<file path="src/rtl/sscan_pkg.sv">
package sscan_pkg;

  typedef enum logic [1:0] {
    REL_EQ = 2'd0,
    REL_LT = 2'd1,
    REL_GT = 2'd2
  } rel_e;

  typedef enum logic [1:0] {
    TEST_EQ = 2'd0,
    TEST_LE = 2'd1,
    TEST_GE = 2'd2
  } test_e;

  function automatic test_e decode_test(input logic [7:0] ctl);
    case (ctl)
      8'h01:   decode_test = TEST_LE;
      8'h02:   decode_test = TEST_GE;
      default: decode_test = TEST_EQ;
    endcase
  endfunction

  function automatic logic test_passes(input test_e t, input rel_e r);
    case (t)
      TEST_LE: test_passes = (r == REL_EQ) || (r == REL_LT);
      TEST_GE: test_passes = (r == REL_EQ) || (r == REL_GT);
      default: test_passes = (r == REL_EQ);
    endcase
  endfunction

endpackage

</file>
<file path="src/rtl/sscan_byte_judge.sv">
module sscan_byte_judge
  import sscan_pkg::*;
#(
  parameter int DATA_W = 8
) (
  input  logic [DATA_W-1:0] sec_byte,
  input  logic [DATA_W-1:0] pat_byte,
  input  rel_e              rel_in,
  output rel_e              rel_out
);

  localparam logic [DATA_W-1:0] DONT_CARE = '1;

  always_comb begin
    rel_out = rel_in;
    if (rel_in == REL_EQ && pat_byte != DONT_CARE) begin
      if (sec_byte < pat_byte)      rel_out = REL_LT;
      else if (sec_byte > pat_byte) rel_out = REL_GT;
    end
  end

endmodule

</file>
<file path="src/rtl/sscan_walker.sv">
module sscan_walker
  import sscan_pkg::*;
#(
  parameter int SECTOR_BYTES = 256,
  parameter int SECTORS      = 24,
  localparam int BYTE_W      = $clog2(SECTOR_BYTES),
  localparam int SEC_W       = $clog2(SECTORS)
) (
  input  logic             clk,
  input  logic             rst_n,
  input  logic             clear,
  input  logic             step,
  input  rel_e             rel_next,
  output rel_e             rel_q,
  output logic             last_byte,
  output logic             last_sector,
  output logic [SEC_W-1:0] sector_idx
);

  localparam logic [BYTE_W-1:0] BYTE_LAST = BYTE_W'(SECTOR_BYTES - 1);
  localparam logic [SEC_W-1:0]  SEC_LAST  = SEC_W'(SECTORS - 1);

  logic [BYTE_W-1:0] byte_cnt;

  assign last_byte   = (byte_cnt == BYTE_LAST);
  assign last_sector = (sector_idx == SEC_LAST);

  always_ff @(posedge clk or negedge rst_n) begin
    if (!rst_n) begin
      byte_cnt   <= '0;
      sector_idx <= '0;
      rel_q      <= REL_EQ;
    end else if (clear) begin
      byte_cnt   <= '0;
      sector_idx <= '0;
      rel_q      <= REL_EQ;
    end else if (step) begin
      if (last_byte) begin
        byte_cnt <= '0;
        rel_q    <= REL_EQ;
        if (!last_sector) sector_idx <= sector_idx + 1'b1;
      end else begin
        byte_cnt <= byte_cnt + 1'b1;
        rel_q    <= rel_next;
      end
    end
  end

  // a sector boundary restarts the byte count and the running relation
  assert_sector_wrap_R7: assert property (@(posedge clk) disable iff (!rst_n)
    (step && last_byte && !clear) |=> (byte_cnt == '0 && rel_q == REL_EQ));

  // the byte count advances by one per accepted pair inside a sector
  assert_byte_advance_R7: assert property (@(posedge clk) disable iff (!rst_n)
    (step && !last_byte && !clear) |=> (byte_cnt == $past(byte_cnt) + 1'b1));

endmodule

</file>
<file path="src/rtl/sector_scan_cmp.sv">
module sector_scan_cmp
  import sscan_pkg::*;
#(
  parameter int DATA_W       = 8,
  parameter int SECTOR_BYTES = 256,
  parameter int SECTORS      = 24,
  localparam int SEC_W       = $clog2(SECTORS)
) (
  input  logic              clk,
  input  logic              rst_n,
  input  logic              start,
  input  logic [7:0]        mode,
  input  logic              sec_valid,
  output logic              sec_ready,
  input  logic [DATA_W-1:0] sec_data,
  input  logic              pat_valid,
  output logic              pat_ready,
  input  logic [DATA_W-1:0] pat_data,
  output logic              busy,
  output logic              done,
  output logic              found,
  output logic              eq_hit,
  output logic [SEC_W-1:0]  hit_sector
);

  test_e            test_q;
  rel_e             rel_q;
  rel_e             rel_next;
  logic             last_byte;
  logic             last_sector;
  logic [SEC_W-1:0] sector_idx;
  logic             accept;
  logic             xfer;
  logic             sector_end;
  logic             sector_pass;

  assign accept    = start && !busy;
  assign xfer      = busy && sec_valid && pat_valid;
  assign sec_ready = busy && pat_valid;
  assign pat_ready = busy && sec_valid;

  sscan_byte_judge #(.DATA_W(DATA_W)) u_judge (
    .sec_byte (sec_data),
    .pat_byte (pat_data),
    .rel_in   (rel_q),
    .rel_out  (rel_next)
  );

  sscan_walker #(.SECTOR_BYTES(SECTOR_BYTES), .SECTORS(SECTORS)) u_walker (
    .clk         (clk),
    .rst_n       (rst_n),
    .clear       (accept),
    .step        (xfer),
    .rel_next    (rel_next),
    .rel_q       (rel_q),
    .last_byte   (last_byte),
    .last_sector (last_sector),
    .sector_idx  (sector_idx)
  );

  assign sector_end  = xfer && last_byte;
  assign sector_pass = test_passes(test_q, rel_next);

  always_ff @(posedge clk or negedge rst_n) begin
    if (!rst_n) begin
      busy       <= 1'b0;
      done       <= 1'b0;
      found      <= 1'b0;
      eq_hit     <= 1'b0;
      hit_sector <= '0;
      test_q     <= TEST_EQ;
    end else if (accept) begin
      busy       <= 1'b1;
      done       <= 1'b0;
      found      <= 1'b0;
      eq_hit     <= 1'b0;
      hit_sector <= '0;
      test_q     <= decode_test(mode);
    end else if (sector_end) begin
      if (sector_pass) begin
        busy       <= 1'b0;
        done       <= 1'b1;
        found      <= 1'b1;
        eq_hit     <= (rel_next == REL_EQ);
        hit_sector <= sector_idx;
      end else if (last_sector) begin
        busy <= 1'b0;
        done <= 1'b1;
      end
    end
  end

  // no byte is taken while no scan is running
  assert_idle_no_ready_R3: assert property (@(posedge clk) disable iff (!rst_n)
    !busy |-> (!sec_ready && !pat_ready));

  // an accepted command clears the previous outcome
  assert_start_clears_R2: assert property (@(posedge clk) disable iff (!rst_n)
    (start && !busy) |=> (busy && !done && !found && !eq_hit));

  // a command during a scan leaves the selected test untouched
  assert_busy_start_ignored_R2: assert property (@(posedge clk) disable iff (!rst_n)
    (busy && start) |=> $stable(test_q));

  // the equal-hit bit never stands without a match
  assert_eq_needs_found_R9: assert property (@(posedge clk) disable iff (!rst_n)
    eq_hit |-> found);

  // a match always means the scan has ended
  assert_found_ended_R8: assert property (@(posedge clk) disable iff (!rst_n)
    found |-> (done && !busy));

  // outcome holds until a new command is accepted
  assert_hold_result_R11: assert property (@(posedge clk) disable iff (!rst_n)
    (done && !start) |=> ($stable(found) && $stable(eq_hit) && $stable(hit_sector) && done));

endmodule

</file>
<file path="config.mk">
export PLATFORM = sky130hd
export DESIGN_NAME = sector_scan_cmp
export DESIGN_NICKNAME = d
export VERILOG_FILES = /design/src/rtl/sscan_pkg.sv /design/src/rtl/sscan_byte_judge.sv /design/src/rtl/sscan_walker.sv /design/src/rtl/sector_scan_cmp.sv
export SDC_FILE = /design/constraint.sdc
export NUM_CORES = 1
export LEC_CHECK = 0
export ABC_AREA = 1
export ABC_CLOCK_PERIOD_IN_PS = 2600
export BUFFER_PORTS_ARGS = -buffer_cell sky130_fd_sc_hd__buf_2
export CORE_ASPECT_RATIO = 1.4
export CORE_MARGIN = 1.5
export CORE_UTILIZATION = 40
export CTS_CLUSTER_DIAMETER = 50
export CTS_CLUSTER_SIZE = 30
export DETAILED_ROUTE_END_ITERATION = 10
export GPL_ROUTABILITY_DRIVEN = 0
export PLACE_DENSITY = 0.69
export SLEW_MARGIN = 30
export SYNTH_ARGS = -nofsm -noshare
export SYNTH_HDL_FRONTEND = slang
export SYNTH_SLANG_ARGS = --single-unit
</file>
<file path="constraint.sdc">
create_clock -name clk -period 2.6 [get_ports clk]
set_input_delay 0.26 -clock clk [delete_from_list [all_inputs] [get_ports clk]]
set_output_delay 0.26 -clock clk [all_outputs]
set_load 0.1 [all_outputs]
</file>
* Word-level counts from Yosys, hierarchy flattened *
Cells that the tools add are included.

word-level totals
  flip-flop bits (word level) = 26
  output and inout port bits = 11

operators by class
  add/sub/neg operators = 2
  order comparisons = 2
  eq/ne operators = 10
  mux-type cells = 32
  reduce and logical (&&, ||, !) cells = 19

operator list
  cell                 number
  $mux 5               7
  $mux 8               3
  $mux 1               14
  $mux 2               6
  $add 8x1->8 const B  1
  $eq 8x1->1 const B   1
  $eq 8x2->1 const B   1
  $eq 8x8->1 const B   1
  $gt 8x8->1           1
  $lt 8x8->1           1
  $ne 8x8->1 const B   1
  $reduce_bool 2->1    4
  $logic_and 1x1->1    6
  $add 5x1->5 const B  1
  $eq 5x5->1 const B   1
  $eq 2x1->1 const B   2
  $eq 2x2->1 const B   2
  $logic_not 2->1      2
  $pmux 2 s2           1
  $reduce_and 2->1     2
  $reduce_and 3->1     1
  $reduce_bool 3->1    1
  $logic_or 1x1->1     2
  $ne 2x1->1 const B   1
  other kinds (2)      2

* Longest topological paths before layout *
Gate-level depths: netlist of run 1.

  depth in word-level cells = 10
  depth in mapped cells = 16

* Cells and area by module *
Synthesis of run 1 repeated with hierarchy kept, for this count alone.

unflattened totals
  cell total of the unflattened synthesis = 248
  area total of the unflattened synthesis = 1722.9 µm²

modules (own cells, without submodules)
  module            times used  cells an instance  area each (µm²)  seq. area each (µm²)
  sscan_walker      1           118                874.6            375.4
  sector_scan_cmp   1           76                 560.5            275.3
  sscan_byte_judge  1           54                 287.8            0.0

* Least setup slack after synthesis of run 1 *
Ideal clock, no wire load.

  path type = flip-flop to flip-flop
  from = register busy
  to = register u_walker.byte_cnt[7]
  data arrival time = 2305 ps
  slack = 183 ps
  stages on the path, launching flop included = 12
  path buffers = 0
  path through = dfrtp_1 > nand2_1 > inv_2 > nand2_4 > nand2_4 > nand4_2 > nor2_2 > inv_2 > o21bai_2 > o21ai_1 > nand2_1 > inv_1

between the ends
  cells in the longest elaborated chain, start to end = 3
  elaborated cells between the ends (all ways) = 6
  those cells by class = 1 x mux; 5 x reduce/logical

ends and longest elaborated chain
  item                                                  line                                          RTL
  from (decl)                                           sector_scan_cmp.sv:19                         output logic busy,
  from (signal assigned)                                sector_scan_cmp.sv:66                         busy <= 1'b0;
  from (signal assigned)                                sector_scan_cmp.sv:73                         busy <= 1'b1;
  from (signal assigned)                                sector_scan_cmp.sv:81                         busy <= 1'b0;
  $logic_not 1->1 or $logic_and 1x1->1 (tied branches)  sector_scan_cmp.sv:37, sector_scan_cmp.sv:38
  $logic_and 1x1->1 (on tied branches)                  sector_scan_cmp.sv:37, sector_scan_cmp.sv:38
  $mux 8 or $reduce_bool 2->1 (tied branches)           --
  to (signal assigned)                                  sscan_walker.sv:43                            byte_cnt <= byte_cnt + 1'b1;
  to (decl)                                             sscan_walker.sv:23                            logic [BYTE_W-1:0] byte_cnt;

Several ways; a longest one is shown, not always the timed one.
A chain may end at the register's enable or synchronous reset.

* Final worst setup path of run 1 *
  from = register u_walker.byte_cnt[0]
  to = register u_walker.byte_cnt[7]

between the ends
  cells in the longest elaborated chain, start to end = 4
  elaborated cells between the ends (all ways) = 5
  those cells by class = 1 x add/sub; 1 x eq/ne; 3 x mux

ends and longest elaborated chain
  item                                       line                                    RTL
  $add 8x1->8 or $eq 8x8->1 (tied branches)  sscan_walker.sv:43, sscan_walker.sv:25
  $mux 8 (*)                                 sscan_walker.sv:38                      if (last_byte) begin
  $mux 8 (*)                                 sscan_walker.sv:37                      end else if (step) begin
  $mux 8 (*)                                 sscan_walker.sv:33                      end else if (clear) begin

Every way passes the cells marked *; elsewhere a longest branch is shown, timed or not. The select of a mux whose other input is x is not followed.

==> impl_results.md, run 1 <==
* Gr usage total at about 16%
* Cell Pwr Density at between 1000 and 1500 mW/mm²
* Slew HR at between 60% and 70%
* Proportion of layout cells with a drive suffix above 1 at roughly a quarter
* Max-Cap Viols at 0
* Grt total ovfl at 0
* GR Util met3 at about 1.6%
* Number of global-route vias before repair at approximately 1.3k
* CTS Buf Count at 3
* Initial Util at around 41%
* Crit-path leading delay family: compound AO/OA/AOI/OAI gates
* Worst skew pair latency at 270 ps
* Final clock skew at 4.50 ps
* Syn Area/Cell at 7.58 µm²
* Initial drt markers at between 40 and 50
* H-tree Lvls at 1
* Hold Path Class: in2reg
* Post-CTS Hold Fix Bufs at 1
* Crit-path max FO at 14
* Synthesized instance count at around 210
* Die height at 78.4 µm
* Area post-placement at 0.00186 mm²
* Leak at 1.12 nW
* Post-synth net total at 254
* Post-place setup slack at a little under 800 ps
* Die Area at roughly 0.0045 mm²
* Met1 Use GR at between 10% and 20%
* Fin crit share at between 70 and 80%
* Hold wc startpoint: mode[6]
* CP Launch Type: register
* Crit. End Element: register
* Predominant post-synthesis flop cell: dfrtp_1
* Peak supply drop at 879 µV
* Final setup violation count at 0
* Num Clock Sinks at 26
* Ant diodes at 0
* Root Driver: clkbuf_8
* DRC violations left at 0
* Max-slew violations at 0
* Unique masters post-synth at 28
* R2r endpoint: u_walker.byte_cnt[7]$_DFFE_PN0P_
* Commonest cells in the netlist: nand2_1, inv_1, dfrtp_1
* Min cycle time layout at between 1500 and 2000 ps
* Status: complete, no violations
* Initial antenna violation count at 0
* Routed WL at about 3200 µm
* Slew at the pin closest to its max-slew limit at roughly 580 ps
* Final worst slack at around 750 ps
* Clk buf depth at 2
* Worst path bufs/invs at 1
* Ports at 40
* WHS Endpoint: test_q[0]$_DFFE_PN0P_
* Worst Path Required at 2770 ps
* CTS clk-pin slew, worst paths at 90 ps
* Levels on crit path at 9
* Top Usage Layer GRT: met2
* Post-synth EDFFs at 0
* TritonCTS clock tree: done
* Nets at between 200 and 300
* Seq cells post-synth at 26
* Via density at between 4 and 5
* Register area share after synthesis at 40.1%
* Post-route cell area at just under 0.002 mm²
* Post-Syn Area at 0.00162 mm²
* WHS Path Cells at 3
* Syn-to-layout area delta at 19.9%
* Crit path DAT at roughly 2000 ps
* Post-CTS Resized at 0
* Routed WL per cell at between 10 and 15 µm
* Post-route ant nets at 0
* Top-area cell type share of the netlist area at between 40% and 50%
* Setup tns final at 0 ps
* Synth area leader: dfrtp_1
* Pin count of the biggest net entering global routing at 27
* Slowest-stage cell, CP: dfrtp_1
* Crit path cell chain: ha_1, nand4_1, nor2_2, nand2_2, o21ai_4, o21bai_2, o21ai_1, nand2_1, inv_1
* Area contributors post-synth: dfrtp_1, nand2_1, ha_1
* Syn. warnings at 0
* RSZ-0062 raised after global routing: false
* Pre-antenna DRT Iters at 4
* Final hold violations at 0
* WS Path Type: reg2reg
* Cell with the most instances after synthesis: nand2_1
* R2R Path Start: u_walker.byte_cnt[0]$_DFFE_PN0P_
* Setup Fix Bufs, Post-CTS at 0
* Reg2Reg Depth at 9
* Port Buffers at 39
* Die Width at between 50 and 60 µm
* First-pass GRT wire length at ~5600 µm
* Async set-or-reset flop fraction in the synthesized netlist at 100%
* Max incr delay on CP at 410 ps
* Number of cell rows at 27
* Post-DP HPWL at 2530 µm
* R2r setup slk at ~750 ps
* FMAX at 0.541 GHz
* Core area at between 0.003 and 0.004 mm²
* Vias post-DR at about 1.5k
* M2 GR Usage at 28.0%
* Fillers at approximately 400
==> layer usage <==
layer	share of wire, %	routed length [µm]
met1	45	1440
met2	52	1680
met3	2.4	77
met4	0.90	29
met5	0	0
==> stage by stage <==
stage	utilization (%)	hold slack (ps)	power, mW	cells
after floorplan	-	-35.6	1.47	214
after global placement	47.6	295	1.65	294
after detailed placement	47.6	299	1.66	294
after CTS	49.6	256	2.01	299
after global routing	49.6	273	2.12	299
final	49.6	263	1.99	299
==> power breakdown <==
part	switching (mW)	internal (mW)	total, mW
registers	0.0841	0.521	0.605
logic	0.828	0.220	1.05
clock network	0.130	0.206	0.335
total	1.04	0.947	1.99
==> worst max path at each step <==
stage	start	to	slack, ps
finish	u_walker.byte_cnt[0]$_DFFE_PN0P_	u_walker.byte_cnt[7]$_DFFE_PN0P_	750
global route	u_walker.byte_cnt[0]$_DFFE_PN0P_	u_walker.byte_cnt[7]$_DFFE_PN0P_	560
CTS	u_walker.byte_cnt[0]$_DFFE_PN0P_	u_walker.byte_cnt[7]$_DFFE_PN0P_	760
detailed placement	u_walker.byte_cnt[0]$_DFFE_PN0P_	u_walker.byte_cnt[7]$_DFFE_PN0P_	770
global placement	pat_data[7]	hit_sector[1]$_DFFE_PN0P_	800
floorplan	busy$_DFFE_PN0P_	u_walker.byte_cnt[7]$_DFFE_PN0P_	180
==> flip-flops by register name (all words and copies together) (netlist names) <==
name,cells
test_q,2
busy,1
u_walker.sector_idx,5
found,1
u_walker.rel_q,2
eq_hit,1
done,1
u_walker.byte_cnt,8
hit_sector,5
==> placed cells by master, fill, tap and decap left out <==
cell type      count
nand2_1           58
buf_2             39
inv_1             33
dfrtp_1           26
nand3_1           17
nor2_1            17
ha_1              11
o21ai_0            9
nand4_1            6
a21oi_1            6
inv_2              3
nor2_2             3
nand2_2            3
xor2_1             3
clkbuf_8           3
nand2_4            2
or2_2              2
a31o_2             2
o21ai_4            1
or4_1              1
o22ai_1            1
nand4_2            1
o21bai_2           1
o211ai_1           1
a211oi_1           1
nor3_1             1
o21ai_1            1
nor3_2             1
bufinv_16          1
dlygate4sd3_1      1
buf_4              1
==> kinds of logic after synthesis <==
| logic type | Yosys count | synth area share [%] |
|---|---|---|
| AND/OR/NAND/NOR | 112 | 31.5 |
| buffers and inverters | 39 | 9.25 |
| flip-flops | 26 | 40.1 |
| AO/OA/AOI/OAI | 23 | 9.02 |
| adder cells (fa/ha/maj) | 11 | 8.48 |
| XOR/XNOR | 3 | 1.62 |
==> tightest hold or removal path, delay by kind of cell <==
kind / cells / cell delay, ps
and+or+nand+nor: 1 / 100
buffers and inverters: 1 / 70
AOI/OAI and AO/OA: 1 / 60
==> layout make-up <==
cell class	instances	area [µm²]	share of cell area, %
clock inverters	1	30.0	1.54
inverters	36	135	6.95
well taps	43	53.8	2.77
multi-input cells	149	822	42.3
repair buffers	41	213	10.9
clock buffers	3	41.3	2.12
flip-flops and latches	26	651	33.4
Note: power is estimated with default switching activity, not from simulation.
==> run 2: changes to the inputs <==
ABC_CLOCK_PERIOD_IN_PS = 1700   (was 2600)
PLACE_DENSITY = 0.71   (was 0.69)
clock period = 1.7 ns   (was 2.6 ns; I/O delays follow)
==> impl_results.md, run 2 (same netlist as run 1, synthesis figures left out) <==
* Worst skew pair latency at 270 ps (about the same)
* Slew at the pin closest to its max-slew limit at 579 ps (+2.15 ps)
* Num Clock Sinks at 26 (unchanged)
* Internal power at 1.51 mW (+59%)
* Max incr delay on CP at 400 ps (about the same)
* Initial drt markers at 59 (+31%)
* Tot Pwr at 3.17 mW (+60%)
* Hold Path Class: in2reg
* Largest regs: u_walker.byte_cnt x8, hit_sector x5, u_walker.sector_idx x5
* Max-Cap Viols at 0 (unchanged)
* Worst path bufs/invs at 2 (+1)
* Leak at 1.20 nW (+7.2%)
* FMAX at 0.611 GHz (+13%)
* Clk buf depth at 2 (unchanged)
* R2R Path Start: u_walker.byte_cnt[1]$_DFFE_PN0P_
* Min Hold Slack at 165 ps (-98.2 ps)
* Crit-path max FO at 3 (-11)
* Gr usage total at 16.0% (+0.35 points)
* Top sig layer: met4
* RSZ-0062 raised after global routing: true
* Nets at 312 (+5.1%)
* Peak supply drop at 1490 µV (+69%)
* Pre-antenna DRT Iters at 4 (unchanged)
* Slew HR at 61.4% (-0.14 points)
* Port Buffers at 39 (unchanged)
* CTS clk-pin slew, worst paths at 90 ps (about the same)
* Ant diodes at 0 (unchanged)
* Proportion of layout cells with a drive suffix above 1 at 30.3% (+5.6 points)
* Routed WL at 3340 µm (+3.6%)
* Most common cell after layout, fill and taps aside: nand2_1
* Final Util at 54.3% (+4.6 points)
* Die Area at 0.00445 mm² (unchanged)
* DRT met1 WL at 1430 µm (-0.70%)
* Largest reg by FF count: u_walker.byte_cnt
* Final worst slack at 63.4 ps (-687 ps)
* Max reg flops at 8 (unchanged)
* Sw power at 1.66 mW (+60%)
* Final clock skew at 1.67 ps (-2.82 ps)
* CP Launch Point: u_walker.byte_cnt[1]$_DFFE_PN0P_
* Most frequent cells in the layout: nand2_1, buf_2, inv_1, dfrtp_1
* Final hold violations at 0 (unchanged)
* Min cycle time layout at 1640 ps (-213 ps)
* Ports at 40 (unchanged)
* Root Driver: clkbuf_8
* CP Launch Type: register
* H-tree Lvls at 1 (unchanged)
* Initial Util at 41.4% (unchanged)
* DRC violations left at 0 (unchanged)
* WS Path Type: reg2reg
* Met3 Wirelength at 66 µm (-14%)
* Hold wc startpoint: mode[6]
* Crit path DAT at 1810 ps (-210 ps)
* Cell Pwr Density at 1490 mW/mm² (+46%)
* Routed WL per cell at 10.6 µm (-1.4%)
* Crit-path leading delay family: simple AND/OR/NAND/NOR gates
* Number of cell rows at 27 (unchanged)
* Clock Power Share at 12.6% (-4.3 points)
* Die Width at 56.8 µm (unchanged)
* Via density at 4.93 (+1.6%)
* Final setup violation count at 0 (unchanged)
* Max-slew violations at 0 (unchanged)
* Sw Ratio at 52.5% (+0.069 points)
* Flop pwr share at 29.7% (-0.7 points)
* Post-DP HPWL at 2560 µm (+1.5%)
* Post-route ant nets at 0 (unchanged)
* Fin crit share at 96.3% (+25 points)
* Initial antenna violation count at 0 (unchanged)
* Slowest-stage cell, CP: dfrtp_1
* Grt total ovfl at 0 (unchanged)
* First-pass GRT wire length at 5790 µm (+4.1%)
* Worst Path Required at 1880 ps (-890 ps)
* Die height at 78.4 µm (unchanged)
* Crit. End Element: register
* CTS Buf Count at 3 (unchanged)
* Power share of the combinational group at 57.7% (+5.0 points)
* Post-place setup slack at -8.98 ps (-783 ps)
* Crit path cell chain: ha_4, nand4_1, nor2_2, nand2_2, o21ai_4, buf_4, o21bai_4, o21ai_1, nand2_1, inv_1
* Syn-to-layout area delta at 31.1%
* Pin count of the biggest net entering global routing at 27 (unchanged)
* TritonCTS clock tree: done
* Vias post-DR at 1,547 (+6.7%)
* Met2 wire length at 1790 µm (+6.5%)
* Core area at 0.00392 mm² (unchanged)
* Number of global-route vias before repair at 1,452 (+8.8%)
* Status: complete, no violations
[run 2: cell count changes in the layout (fill, tap and decap cells not counted), moves of 2 or more]
cell	previous run	this run
nand2_1	58	56
o21ai_1	1	3
buf_4	1	13
buf_6	0	3
o21ai_0	9	7
[run 2: metrics by stage]
step	cells	instance area [µm²]	TNS, ps
finish	314	2130	0
global placement	303	1980	0
CTS	309	2050	-14.3
detailed placement	303	1980	-38.3
global route	314	2130	-296
floorplan	214	1670	0
[run 2: final timing paths]
path | to | slack (ps) | cells after the start
min reg2reg | done$_DFFE_PN0P_ | 480 | 2
max reg2reg | u_walker.byte_cnt[7]$_DFFE_PN0P_ | 60 | 10
max | u_walker.byte_cnt[7]$_DFFE_PN0P_ | 60 | 10
min | test_q[0]$_DFFE_PN0P_ | 160 | 3
max in group asynchronous | busy$_DFFE_PN0P_ | 850 | 2
min in group asynchronous | u_walker.byte_cnt[0]$_DFFE_PN0P_ | 420 | 2
[run 2: final cells by class]
| type | count | area [µm²] |
|---|---|---|
| flip-flops and latches | 26 | 654 |
| clock buffers | 4 | 55.1 |
| inverters | 36 | 148 |
| fillers | 372 | 1790 |
| well taps | 43 | 53.8 |
| repair buffers | 56 | 337 |
| multi-input cells | 149 | 880 |
[run 2: power groups by stage]
stage | sequential [mW] | combinational, mW | clock (mW)
final | 0.942 | 1.83 | 0.400
after global routing | 0.967 | 1.99 | 0.444
after CTS | 0.937 | 1.75 | 0.414
after detailed placement | 0.950 | 1.74 | 0
after global placement | 0.947 | 1.73 | 0
after floorplan | 1.60 | 0.695 | 0
[run 2: timing repair]
item,CTS,global route
pin swaps,1,6
gates resized for setup,0,10
hold endpoints to repair,26,0
setup endpoints to repair,1,19
buffers inserted,1,5
hold buffers,1,0
[run 2: per-layer routing]
layer | global-route usage, % | up-vias
li1 | - | 797
met1 | 17.8 | 719
met2 | 30.2 | 25
met3 | 1.65 | 6
met4 | 6.51 | 0
met5 | 0 | -
[run 2: tightest hold or removal path: stages]
cell     delay [ps]
buf_2            70
or4_1           100
o22ai_1          60
==> run 3: changes to the inputs <==
ABC_AREA = default   (was 1)
PLACE_DENSITY = 0.66   (was 0.71)
==> impl_results.md, run 3 <==
* First-pass GRT wire length at 5580 µm (-3.6%)
* Final clock skew at 2.87 ps (+1.20 ps)
* Post-synth EDFFs at 0 (unchanged)
* Die height at 75.9 µm (-3.2%)
* Vias post-DR at 1,346 (-13%)
* Routed WL at 3450 µm (+3.2%)
* FMAX at 0.491 GHz (-20%)
* Failing checks: setup timing
* Nets at 260 (-17%)
* Top-area cell type share of the netlist area at 42.9% (+2.8 points)
* Proportion of layout cells with a drive suffix above 1 at 35.6% (+5.4 points)
* Max reg flops at 8 (unchanged)
* Pre-antenna DRT Iters at 4 (unchanged)
* Largest regs: u_walker.byte_cnt x8, hit_sector x5, u_walker.sector_idx x5
* Most frequent cells in the layout: buf_2, dfrtp_1, nor2_1, buf_4
* Clk buf depth at 2 (unchanged)
* Min Hold Slack at 120 ps (-45.1 ps)
* Fillers at 358 (-3.8%)
* Num Clock Sinks at 26 (unchanged)
* Initial drt markers at 14 (-76%)
* Area contributors post-synth: dfrtp_1, ha_1, nor2_1
* Root Driver: clkbuf_8
* Crit path DAT at 2200 ps (+390 ps)
* Routed WL per cell at 13.2 µm (+24%)
* H-tree Lvls at 1 (unchanged)
* Cell Pwr Density at 934 mW/mm² (-37%)
* Initial Util at 41.6% (+0.21 points)
* Die Width at 55.0 µm (-3.1%)
* Post-route ant nets at 0 (unchanged)
* Syn-to-layout area delta at 34.4%
* Min cycle time layout at 2040 ps (+399 ps)
* Syn. warnings at 0 (unchanged)
* CTS clk-pin slew, worst paths at 90 ps (about the same)
* Predominant post-synthesis flop cell: dfrtp_1
* Crit. End Element: register
* Fin crit share at 120% (+23 points)
* Post-synth net total at 204 (-20%)
* Ant diodes at 0 (unchanged)
* Post-Syn Area at 0.00152 mm² (-6.6%)
* Max-slew violations at 0 (unchanged)
* Grt total ovfl at 0 (unchanged)
* Max-Cap Viols at 0 (unchanged)
* Post-DP HPWL at 2600 µm (+1.6%)
* Initial antenna violation count at 0 (unchanged)
* Most common cell after layout, fill and taps aside: buf_2
* Number of global-route vias before repair at 1,349 (-7.1%)
* Hold Path Class: in2reg
* Crit-path max FO at 7 (+4)
* DRC violations left at 0 (unchanged)
* Slew HR at 60.2% (-1.3 points)
* CTS Buf Count at 3 (unchanged)
* Port Buffers at 39 (unchanged)
* Seq cells post-synth at 26 (unchanged)
* Final setup violation count at 9 (+9)
* Status: finished with violations
* Via density at 5.16 (+4.7%)
* Final worst slack at -336 ps (-399 ps)
* Ports at 40 (unchanged)
* Final hold violations at 0 (unchanged)
* WS Path Type: reg2reg
* Gr usage total at 18.2% (+2.2 points)
* Syn Area/Cell at 9.25 µm² (+22%)
* Largest reg by FF count: u_walker.byte_cnt
* Commonest cells in the netlist: dfrtp_1, nor2_1, inv_1
* Leak at 1.05 nW (-13%)
* CP Launch Type: register
* Register area share after synthesis at 42.9% (+2.8 points)
* Core area at 0.00364 mm² (-7.0%)
* Slew at the pin closest to its max-slew limit at 598 ps (+19.0 ps)
* Worst skew pair latency at 270 ps (about the same)
* Async set-or-reset flop fraction in the synthesized netlist at 100% (unchanged)
* Cell with the most instances after synthesis: dfrtp_1
* Die Area at 0.00418 mm² (-6.3%)
* Synth area leader: dfrtp_1
* Post-place setup slack at -453 ps (-444 ps)
* Unique masters post-synth at 38 (+36%)
* TritonCTS clock tree: done
* Number of cell rows at 26 (-3.7%)
* Synthesized instance count at 164 (-23%)
* Worst Path Required at 1860 ps (-20 ps)
* Peak supply drop at 521 µV (-65%)
* Pin count of the biggest net entering global routing at 27 (unchanged)
* RSZ-0062 raised after global routing: true
-- run 3: path summary, 6_finish.rpt --
path	startpoint	to	slack, ps	cells past startpoint
setup / recovery	test_q[0]$_DFFE_PN0P_	hit_sector[3]$_DFFE_PN0P_	-340	8
hold / removal	mode[1]	test_q[0]$_DFFE_PN0P_	120	2
setup reg to reg	test_q[0]$_DFFE_PN0P_	hit_sector[3]$_DFFE_PN0P_	-340	8
hold reg to reg	u_walker.byte_cnt[7]$_DFFE_PN0P_	u_walker.byte_cnt[7]$_DFFE_PN0P_	510	1
max in group asynchronous	rst_n	busy$_DFFE_PN0P_	830	2
min in group asynchronous	rst_n	u_walker.sector_idx[1]$_DFFE_PN0P_	430	2
-- run 3: area by class of cell --
| cell class | instances | area (µm²) | share of cell area, % |
|---|---|---|---|
| timing repair buffer | 56 | 325 | 16.0 |
| sequential | 26 | 654 | 32.1 |
| clock inverter | 1 | 30.0 | 1.47 |
| tap | 42 | 52.6 | 2.58 |
| multi-input combinational | 117 | 875 | 42.9 |
| inverter | 16 | 60.1 | 2.95 |
| clock buffer | 3 | 41.3 | 2.03 |
-- run 3: per-stage QoR --
step	cell area (µm²)	TNS (ps)	instances	utilization, %	total power, mW
finish	2040	-2500	261	55.9	1.90
global route	2040	-3190	261	55.9	2.01
CTS	2010	-2360	260	55.2	1.90
detailed placement	1870	-3900	253	51.3	1.32
global placement	1870	-3760	253	51.3	1.31
floorplan	1560	-1650	164	-	1.09
-- run 3: repair_timing --
action / 4_1_cts / 5_1_grt
gates resized for setup: 9 / 7
pin swaps: 1 / 4
setup buffers: 2 / 2
endpoints found under the setup margin: 9 / 16
hold endpoints to repair: 26 / 0
hold buffers: 1 / 0
-- run 3: metal layers --
metal | global-route usage, % | routed length [µm] | share of wire [%]
met5 | 0 | 0 | 0
met2 | 34.8 | 1890 | 55
met4 | 6.78 | 29 | 0.84
met1 | 20.1 | 1410 | 41
met3 | 1.57 | 115 | 3.3
-- run 3: logic make-up after synthesis --
| family | after synthesis | synth area share, % |
|---|---|---|
| xor gates and xnor gates | 10 | 5.78 |
| AOI/OAI and AO/OA | 24 | 10.9 |
| DFF | 26 | 42.9 |
| muxes | 7 | 4.62 |
| buffers and inverters | 21 | 5.69 |
| adders and majority gates | 11 | 9.08 |
| and+or+nand+nor | 65 | 21.0 |
-- run 3: power by group --
group / internal [mW] / switching (mW)
combinational: 0.313 / 0.303
sequential: 0.707 / 0.0697
clock: 0.315 / 0.195
-- run 3: critical path, stage by stage (launching register included) --
cell and delay (ps):
dfrtp_1 390, inv_2 80, ha_4 200, or3b_4 380
a22oi_2 110, o21ai_1 100, o21a_1 130, a211o_4 370
mux2i_2 160
